===== config.mk =====
export PLATFORM = sky130hd
export DESIGN_NAME = trig_lat_pipe
export DESIGN_NICKNAME = d
export VERILOG_FILES = /design/src/rtl/trig_lat_pipe.sv
export SDC_FILE = /design/constraint.sdc
export NUM_CORES = 1
export LEC_CHECK = 0
export ABC_AREA = 1
export BUFFER_PORTS_ARGS = -buffer_cell sky130_fd_sc_hd__buf_4
export CORE_MARGIN = 2
export CORE_UTILIZATION = 47
export CTS_CLUSTER_DIAMETER = 150
export DETAILED_ROUTE_END_ITERATION = 6
export PLACE_DENSITY = 0.68
export SLEW_MARGIN = 20
export SYNTH_ARGS = -nofsm -noshare
export SYNTH_HDL_FRONTEND = slang
export SYNTH_SLANG_ARGS = --single-unit

===== constraint.sdc =====
create_clock -name clk -period 4.03 [get_ports clk]
set_clock_uncertainty 0.2 [all_clocks]
set_input_delay 0.2015 -clock clk [delete_from_list [all_inputs] [get_ports clk]]
set_output_delay 0.2015 -clock clk [all_outputs]
set_load 0.01 [all_outputs]

===== src/rtl/trig_lat_pipe.sv =====
module trig_lat_pipe #(
  parameter int BX_W    = 12,
  parameter int HW_MAX  = 15,
  parameter int FIX_CYC = 7,
  parameter int MID_MAX = 15,
  parameter int OUT_MAX = 15,
  parameter int LAT_W   = 8,
  parameter int HW_W    = $clog2(HW_MAX + 1),
  parameter int IDX_W   = HW_W + 1
) (
  input  logic             clk,
  input  logic             rst_n,
  input  logic             in_valid,
  input  logic             trig_yes,
  input  logic [BX_W-1:0]  in_bxid,
  input  logic             cfg_wr,
  input  logic [HW_W-1:0]  cfg_half,
  input  logic [LAT_W-1:0] cfg_latency,
  output logic             cfg_err,
  output logic             cmd_valid,
  output logic             cmd_yes,
  output logic             cmd_grp,
  output logic [IDX_W-1:0] cmd_idx,
  output logic [BX_W-1:0]  cmd_bxid
);
  localparam int MIN_LAT = HW_MAX + FIX_CYC;
  localparam int MAX_LAT = MIN_LAT + MID_MAX + OUT_MAX;
  localparam int FIX_N   = FIX_CYC - 2;
  localparam int MID_W   = $clog2(MID_MAX + 1);
  localparam int OUT_W   = $clog2(OUT_MAX + 1);
  localparam int OCC_W   = $clog2(MAX_LAT + 2);
  localparam logic [LAT_W-1:0] MIN_L  = LAT_W'(MIN_LAT);
  localparam logic [LAT_W-1:0] MAX_L  = LAT_W'(MAX_LAT);
  localparam logic [LAT_W-1:0] SPAN_L = LAT_W'(MID_MAX + OUT_MAX);
  localparam logic [LAT_W-1:0] MIDM_L = LAT_W'(MID_MAX);

  typedef struct packed {
    logic             v;
    logic             y;
    logic             g;
    logic [IDX_W-1:0] idx;
    logic [BX_W-1:0]  bx;
  } word_t;

  word_t lb     [HW_MAX+1];
  word_t fix_sr [FIX_N];
  word_t mid_sr [MID_MAX+1];
  word_t out_sr [OUT_MAX+1];
  word_t new_w, mid_tap, out_w;

  logic [HW_W-1:0]  half_q, post_cnt, half_n;
  logic [IDX_W-1:0] post_pos;
  logic [MID_W-1:0] mid_d, mid_n;
  logic [OUT_W-1:0] out_d, out_n;
  logic [OCC_W-1:0] occ;
  logic [LAT_W-1:0] ext;
  logic             err_q, lat_lo, lat_hi;

  wire idle     = (occ == '0) && !in_valid && (post_cnt == '0);
  wire cfg_take = cfg_wr && idle;
  wire open_win = in_valid && trig_yes && (post_cnt == '0) && (half_q != '0);

  always_comb begin
    new_w = '0;
    if (in_valid) begin
      new_w.v  = 1'b1;
      new_w.y  = trig_yes;
      new_w.bx = in_bxid;
      if (open_win) new_w.g = 1'b1;
      else if (post_cnt != '0) begin
        new_w.g   = 1'b1;
        new_w.idx = post_pos;
      end
    end
  end

  always_comb begin
    lat_lo = cfg_latency < MIN_L;
    lat_hi = cfg_latency > MAX_L;
    ext    = lat_lo ? '0 : (lat_hi ? SPAN_L : cfg_latency - MIN_L);
    mid_n  = (ext > MIDM_L) ? MID_W'(MID_MAX) : MID_W'(ext);
    out_n  = OUT_W'(ext - LAT_W'(mid_n));
    half_n = (cfg_half > HW_W'(HW_MAX)) ? HW_W'(HW_MAX) : cfg_half;
  end

  // look-back stage: the newest HW_MAX words may still be rewritten
  always_ff @(posedge clk) begin
    if (!rst_n) begin
      for (int i = 0; i <= HW_MAX; i++) lb[i] <= '0;
    end else begin
      lb[0] <= new_w;
      for (int i = 0; i < HW_MAX; i++) begin
        lb[i+1] <= lb[i];
        if (open_win && HW_W'(i) < half_q && lb[i].v && !lb[i].g) begin
          lb[i+1].g   <= 1'b1;
          lb[i+1].idx <= IDX_W'(-(i + 1));
        end
      end
    end
  end

  always_ff @(posedge clk) begin
    if (!rst_n) begin
      for (int j = 0; j < FIX_N; j++) fix_sr[j] <= '0;
    end else begin
      fix_sr[0] <= lb[HW_MAX];
      for (int j = 1; j < FIX_N; j++) fix_sr[j] <= fix_sr[j-1];
    end
  end

  assign mid_tap = mid_sr[mid_d];
  assign out_w   = out_sr[out_d];

  always_ff @(posedge clk) begin
    if (!rst_n || cfg_take) begin
      for (int j = 0; j <= MID_MAX; j++) mid_sr[j] <= '0;
      for (int j = 0; j <= OUT_MAX; j++) out_sr[j] <= '0;
    end else begin
      mid_sr[0] <= fix_sr[FIX_N-1];
      for (int j = 1; j <= MID_MAX; j++) mid_sr[j] <= mid_sr[j-1];
      out_sr[0] <= mid_tap;
      for (int j = 1; j <= OUT_MAX; j++) out_sr[j] <= out_sr[j-1];
    end
  end

  always_ff @(posedge clk) begin
    if (!rst_n) begin
      post_cnt <= '0;
      post_pos <= '0;
    end else if (open_win) begin
      post_cnt <= half_q;
      post_pos <= IDX_W'(1);
    end else if (post_cnt != '0) begin
      post_cnt <= post_cnt - HW_W'(1);
      post_pos <= post_pos + IDX_W'(1);
    end
  end

  always_ff @(posedge clk) begin
    if (!rst_n) begin
      half_q <= '0;
      mid_d  <= '0;
      out_d  <= '0;
      err_q  <= 1'b0;
      occ    <= '0;
    end else begin
      if (cfg_take) begin
        half_q <= half_n;
        mid_d  <= mid_n;
        out_d  <= out_n;
        err_q  <= lat_lo | lat_hi;
      end
      occ <= occ + OCC_W'(in_valid) - OCC_W'(out_w.v);
    end
  end

  assign cfg_err   = err_q;
  assign cmd_valid = out_w.v;
  assign cmd_yes   = out_w.y;
  assign cmd_grp   = out_w.g;
  assign cmd_idx   = out_w.idx;
  assign cmd_bxid  = out_w.bx;
endmodule


==> impl_metrics.ini, run 1 <==
[routing]
wl_met1_um = 31500
top_layer_used = met4
wl_met3_um = 2440
routedWlPerCell_um = 11.4
vias = 26200
ant_nets = 0
postRouteWirelength_um = 66000
drc = 0
drtIter0Drc = 1584
wl_met2_um = 30300
drt-pass1-iter-count = 5
vias_per_cell = 4.53

[floorplan]
initial_utilization_pct = 47.6
die_h_um = 287
fp.dieW_um = 287
row_count = 103
dieArea_sq_mm = 0.0824
core_sq_mm = 0.0791
io_pins = 50

[setup_path]
start_kind = register
critical-path-top-delay-family = buffers and inverters
rrSetupSlack_ps = 610
worstSetupPathType = reg2out
max_stage_delay_ps = 570
reg2reg_depth = 14
slowest_stage = clkbuf_8
cp_cell_sequence = clkbuf_8 > buf_8 > o21ai_0 > a21oi_1 > o22ai_1 > o21ai_1 > buf_4
critPathBufInv = 3
crit_cells = 7
crit_path_end_kind = output pin
critPathRequiredTime_ps = 3630
arrival_ps = 3340
cp_max_fo = 128

[clock_network]
cts_tree = yes
clockBufferDepth = 3
worstSkewPairLatency_ps = 670
numCtsBuffers = 105
clk_pin_slew_ps = 60
htreeDepth = 3
cts_setup_buffers = 0
clockRootBuffer = clkbuf_16
numClockSinks = 1096

[logic_synthesis]
syn_area_sq_mm = 0.0377
syn-instance-count = 4592
synthDistinctLibCells = 37
ys_seq_area_share_pct = 60.3
ys_warn_count = 0
syn_avg_cell_area_sq_um = 8.20
ys_ff_latch = 1096

[pwr]
p_leak_nw = 18.6
p_per_area_mw_per_mm2 = 546
peakVddDrop_uv = 410
power.total_mw = 23.3

[timing]
setup_violations = 0
fmax_mhz = 268
final-hold-violation-count = 0
fin_crit_sh_pct = 92.8
finalSetupTns_ps = 0
post-route-min-period_ps = 3740
slew_violations = 0
relSlewSlack_pct = 29.2
grt_setup_unrepaired = no
tightest_slew_ps = 1060

[placement]
dp.cells = 5554
place_congestion = 0.799
hpwl_um = 38000
io_buffers = 49

[flow_run]
drv_cap = 0

[finish]
drive_gt1_share_pct = 5.85
area_growth_pct = 13.4
nets = 4684
final_cell_count_no_fill = 5785
fin_util_pct = 54.0

[status]
status = completed

[worst_hold_path]
min_path_type = in2reg
worstHoldPathCells = 4

[global_routing]
grt.total_usage_pct = 16.1
grt_pass1_wl_um = 112000
antenna_found_initial = 0
gr-total-overflow = 0
grt_max_degree = 178
grt_pass1_vias = 24200
-- flip-flops by register name, indices dropped and copies added (netlist names), named ones only --
signal and count:
mid_d 4, half_q 4, occ 6, out_sr 320, post_pos 5, out_d 4
mid_sr 320, fix_sr 100, post_cnt 4, lb 320, cfg_err 1
-- logic make-up after synthesis --
family,share of synthesized area [%]
simple gates,14.5
buf+inv,13.7
flops,60.3
compound gates,10.9
fa+ha+maj,0.452
xor+xnor,0.0930
other cells,0.00995
-- synthesized netlist by cell type --
cell type / number / area [sq um]
a211oi_1: 2 / 15.0
a21oi_1: 387 / 1940
a22o_1: 1 / 8.76
a311oi_1: 1 / 8.76
a31oi_1: 4 / 25.0
buf_1: 24 / 90.1
buf_2: 102 / 510
buf_4: 31 / 233
buf_6: 2 / 22.5
clkbuf_1: 87 / 327
clkinv_1: 1 / 3.75
conb_1: 1 / 3.75
dfxtp_1: 1018 / 20400
edfxtp_1: 78 / 2340
fa_1: 1 / 20.0
ha_1: 12 / 150
inv_1: 1056 / 3960
inv_2: 7 / 26.3
nand2_1: 485 / 1820
nand2_2: 4 / 25.0
nand3_1: 141 / 706
nand3_2: 1 / 10.0
nand4_1: 5 / 31.3
nand4_2: 1 / 12.5
nand4_4: 1 / 21.3
nor2_1: 726 / 2730
nor2_2: 4 / 25.0
nor2_4: 2 / 22.5
nor3_1: 8 / 40.0
o2111ai_1: 3 / 26.3
o21ai_0: 346 / 1730
o21ai_1: 3 / 15.0
o21ba_2: 1 / 10.0
o221ai_1: 32 / 280
o22ai_1: 9 / 56.3
or3_4: 1 / 11.3
xor2_1: 4 / 35.0
-- final cells by class --
type / count / area (sq um)
diodes: 2 / 5.00
clock inverters: 41 / 502
flip-flops and latches: 1096 / 22700
clock buffers: 157 / 3100
multi-input cells: 2263 / 10100
inverters: 1064 / 4000
repair buffers: 112 / 1010
fillers: 7296 / 36400
well taps: 1050 / 1310
-- power by group --
part / switching, mW / internal, mW
sequential: 0.135 / 11.2
clock: 4.10 / 5.86
combinational: 1.38 / 0.700
total: 5.61 / 17.7
-- layout by cell type, fill, tap and decap left out, types with 9 or more instances in the layout --
cell type      count
o21ai_0          346
buf_4             72
clkinv_2          20
conb_1            78
clkbuf_1          27
dfxtp_1         1014
clkbuf_8          24
nand2_1          485
a21oi_1          387
nand3_1          141
clkbuf_16        107
inv_1           1056
dlygate4sd3_1     31
nor2_1           726
ha_1              12
edfxtp_1          78
o221ai_1          32
o22ai_1            9
-- repair_timing --
item | 4_1_cts | 5_1_grt
endpoints found under the setup margin | 10 | 7
hold buffers | 31 | 0
hold endpoints to repair | 96 | 0
resized for setup | 2 | 3
gates cloned | 0 | 0
-- worst paths after layout --
check                startpoint             to
hold reg to reg   out_sr[10][7]  out_sr[11][7]
setup / recovery       register     cmd_idx[3]
setup reg to reg       register         occ[4]
hold / removal       in_bxid[6]       lb[0][6]
-- per-layer routing --
layer,vias to the layer above,global-route usage (%)
li1,13800,-
met1,11900,20.9
met2,346,27.4
met3,129,2.45
met4,0,5.59
met5,-,0
-- per-stage QoR --
step                      hold slack (ps)  worst slack (ps)  cell area (sq um)
after floorplan                       112               858              38000
after global placement                192               463              38800
after detailed placement              195               392              38800
after CTS                            64.5               147              42700
after global routing                 95.8              21.7              42700
final                                 118               292              42700
-- worst min-delay path, cell delays in order --
cell and delay (ps):
dlygate4sd3_1 530, buf_4 100, inv_1 30, nor2_1 80
Note: power is estimated with default switching activity, not from simulation.
==> inputs of run 2 (changes only) <==
--- a/config.mk
+++ b/config.mk
@@ -11,8 +11,7 @@
 export CORE_UTILIZATION = 47
 export CTS_CLUSTER_DIAMETER = 150
 export DETAILED_ROUTE_END_ITERATION = 6
-export PLACE_DENSITY = 0.68
-export SLEW_MARGIN = 20
+export PLACE_DENSITY_LB_ADDON = 0.12
 export SYNTH_ARGS = -nofsm -noshare
 export SYNTH_HDL_FRONTEND = slang
 export SYNTH_SLANG_ARGS = --single-unit
==> constraint.sdc (replaced) <==
create_clock -name clk -period 4.03 [get_ports clk]
set_clock_uncertainty 0.2 [all_clocks]
set_input_delay 0.2015 -clock clk [delete_from_list [all_inputs] [get_ports clk]]
set_output_delay 0.2015 -clock clk [all_outputs]
set_load 0.02 [all_outputs]
==> run 2 against run 1 <==
  * First-iteration DRC count fell by 6.9%
  * Worst hold slack got worse by 34 ps
  * Via count down 1.4%
  * Sequential cell count unchanged
  * Die area did not move
  * Register-to-register slack gained 50 ps
  * Clock power about the same
  * Highest routed layer unchanged
  * Global-route usage up 0.28 points
==> impl_metrics.ini, run 2 (same netlist as run 1, synthesis figures left out) <==
[finish]
fill_cells = 7550
drive_gt1_share_pct = 6.02
final_cell_count_no_fill = 5788
nets = 4688
final_common_cell = inv_1
top_regs = lb: 320 flops, mid_sr: 320 flops, out_sr: 320 flops
area_growth_pct = 14.0
stdcell_area_sq_mm = 0.0429
diodes = 0
final_cell_mix = inv_1 (1056), dfxtp_1 (1013), nor2_1 (726)

[setup_path]
slowest_stage = buf_4
arrival_ps = 3160
critPathRequiredTime_ps = 3630
critPathBufInv = 2
cp_cell_sequence = buf_4 > o21ai_0 > a21oi_1 > o22ai_1 > o21ai_0 > buf_4
worstSetupPathType = reg2out
start_kind = register
cp_max_fo = 89
crit_path_end_kind = output pin
max_stage_delay_ps = 810
critical-path-top-delay-family = buffers and inverters
rrSetupSlack_ps = 660
reg2reg_depth = 13
timing.rr.end = occ[4]

[clock_network]
clk_pin_slew_ps = 60
numClockSinks = 1096
clockRootBuffer = clkbuf_16
clockBufferDepth = 3
cts_setup_buffers = 0
worstSkewPairLatency_ps = 690
numCtsBuffers = 110
htreeDepth = 3
holdBufCountCts = 29
ctsResizeCount = 0
cts_tree = yes

[floorplan]
initial_utilization_pct = 47.6
dieArea_sq_mm = 0.0824
io_pins = 50
fp.dieW_um = 287
core_sq_mm = 0.0791
die_h_um = 287
row_count = 103

[global_routing]
grt_max_degree = 216
grt_util_met3_pct = 2.87
busiest_layer = met2
grt_pass1_vias = 23800
gr-usage-met2_pct = 28.0
met1_usage_pct = 21.0
grt_pass1_wl_um = 113000
antenna_found_initial = 0
gr-total-overflow = 0
grt.total_usage_pct = 16.4

[worst_hold_path]
min_to = lb[0][1]
hold_start = in_bxid[1]
worstHoldPathCells = 4
min_path_type = in2reg

[routing]
routedWlPerCell_um = 11.6
drc = 0
postRouteWirelength_um = 67200
ant_nets = 0
drt-pass1-iter-count = 5
vias_per_cell = 4.46
vias = 25800
drtIter0Drc = 1474

[pwr]
p_leak_nw = 18.7
p_per_area_mw_per_mm2 = 554
power.total_mw = 23.8
peakVddDrop_uv = 408

[placement]
placed_area_sq_mm = 0.0389
hpwl_um = 37600
place_congestion = 0.749
dp.cells = 5555
io_buffers = 49

[timing]
final-hold-violation-count = 0
fmax_mhz = 280
slew_violations = 0
relSlewSlack_pct = 33.3
tightest_slew_ps = 1000
setup_violations = 0
grt_setup_unrepaired = no
fin_crit_sh_pct = 88.5
post-route-min-period_ps = 3570
finalSetupTns_ps = 0

[flow_run]
drv_cap = 0

[status]
status = completed
run 2: cell count changes in the layout (fill, tap and decap cells not counted), sizes merged:
cell and change:
buf +2, clkbuf +10, dlygate4sd3 -2, inv -5, diode -2
run 2: metrics by stage:
step	hold slack [ps]	setup slack, ps	utilization, %
4_1_cts	25.4	408	54.3
5_1_grt	76.5	190	54.3
2_1_floorplan	112	613	-
3_5_place_dp	195	710	49.1
6_report	83.7	465	54.3
3_3_place_gp	192	712	49.1
run 2: worst register-to-register path, delay by kind of cell, from the launching register on:
family          cells  cell delay, ps
compound gates      6             960
fa+ha+maj           3             870
buf+inv             3             390
flops               1             650
simple gates        1             190
run 2: cell type report:
type                            count  area [sq um]  share of cell area [%]
Inverter                         1064          4000                    9.30
Sequential cell                  1096         22700                    52.9
Clock buffer                      168          3270                    7.62
Clock inverter                     36           512                    1.19
Timing Repair Buffer              111          1040                    2.42
Tap cell                         1050          1310                    3.06
Multi-Input combinational cell   2263         10100                    23.5
run 2: power breakdown:
group          internal (mW)  switching, mW  leakage [nW]
sequential              11.2          0.120          9.01
clock                   6.13           4.20          1.86
combinational          0.711           1.45          7.85
total                   18.0           5.77          18.7
run 2: metal layers:
metal	part of all wire [%]	vias to the layer above
li1	-	13800
met1	48	11600
met2	47	266
met3	3.3	127
met4	2.6	0
met5	0	-
run 2: worst max-delay path by stage:
| stage | start | to | slack (ps) | depth (start not counted) |
|---|---|---|---|---|
| detailed placement | register | occ[4] | 710 | 13 |
| global placement | register | occ[4] | 710 | 13 |
| CTS | register | cmd_idx[4] | 410 | 6 |
| global route | register | cmd_bxid[6] | 190 | 6 |
| finish | register | cmd_bxid[6] | 460 | 6 |
| floorplan | register | occ[4] | 610 | 16 |
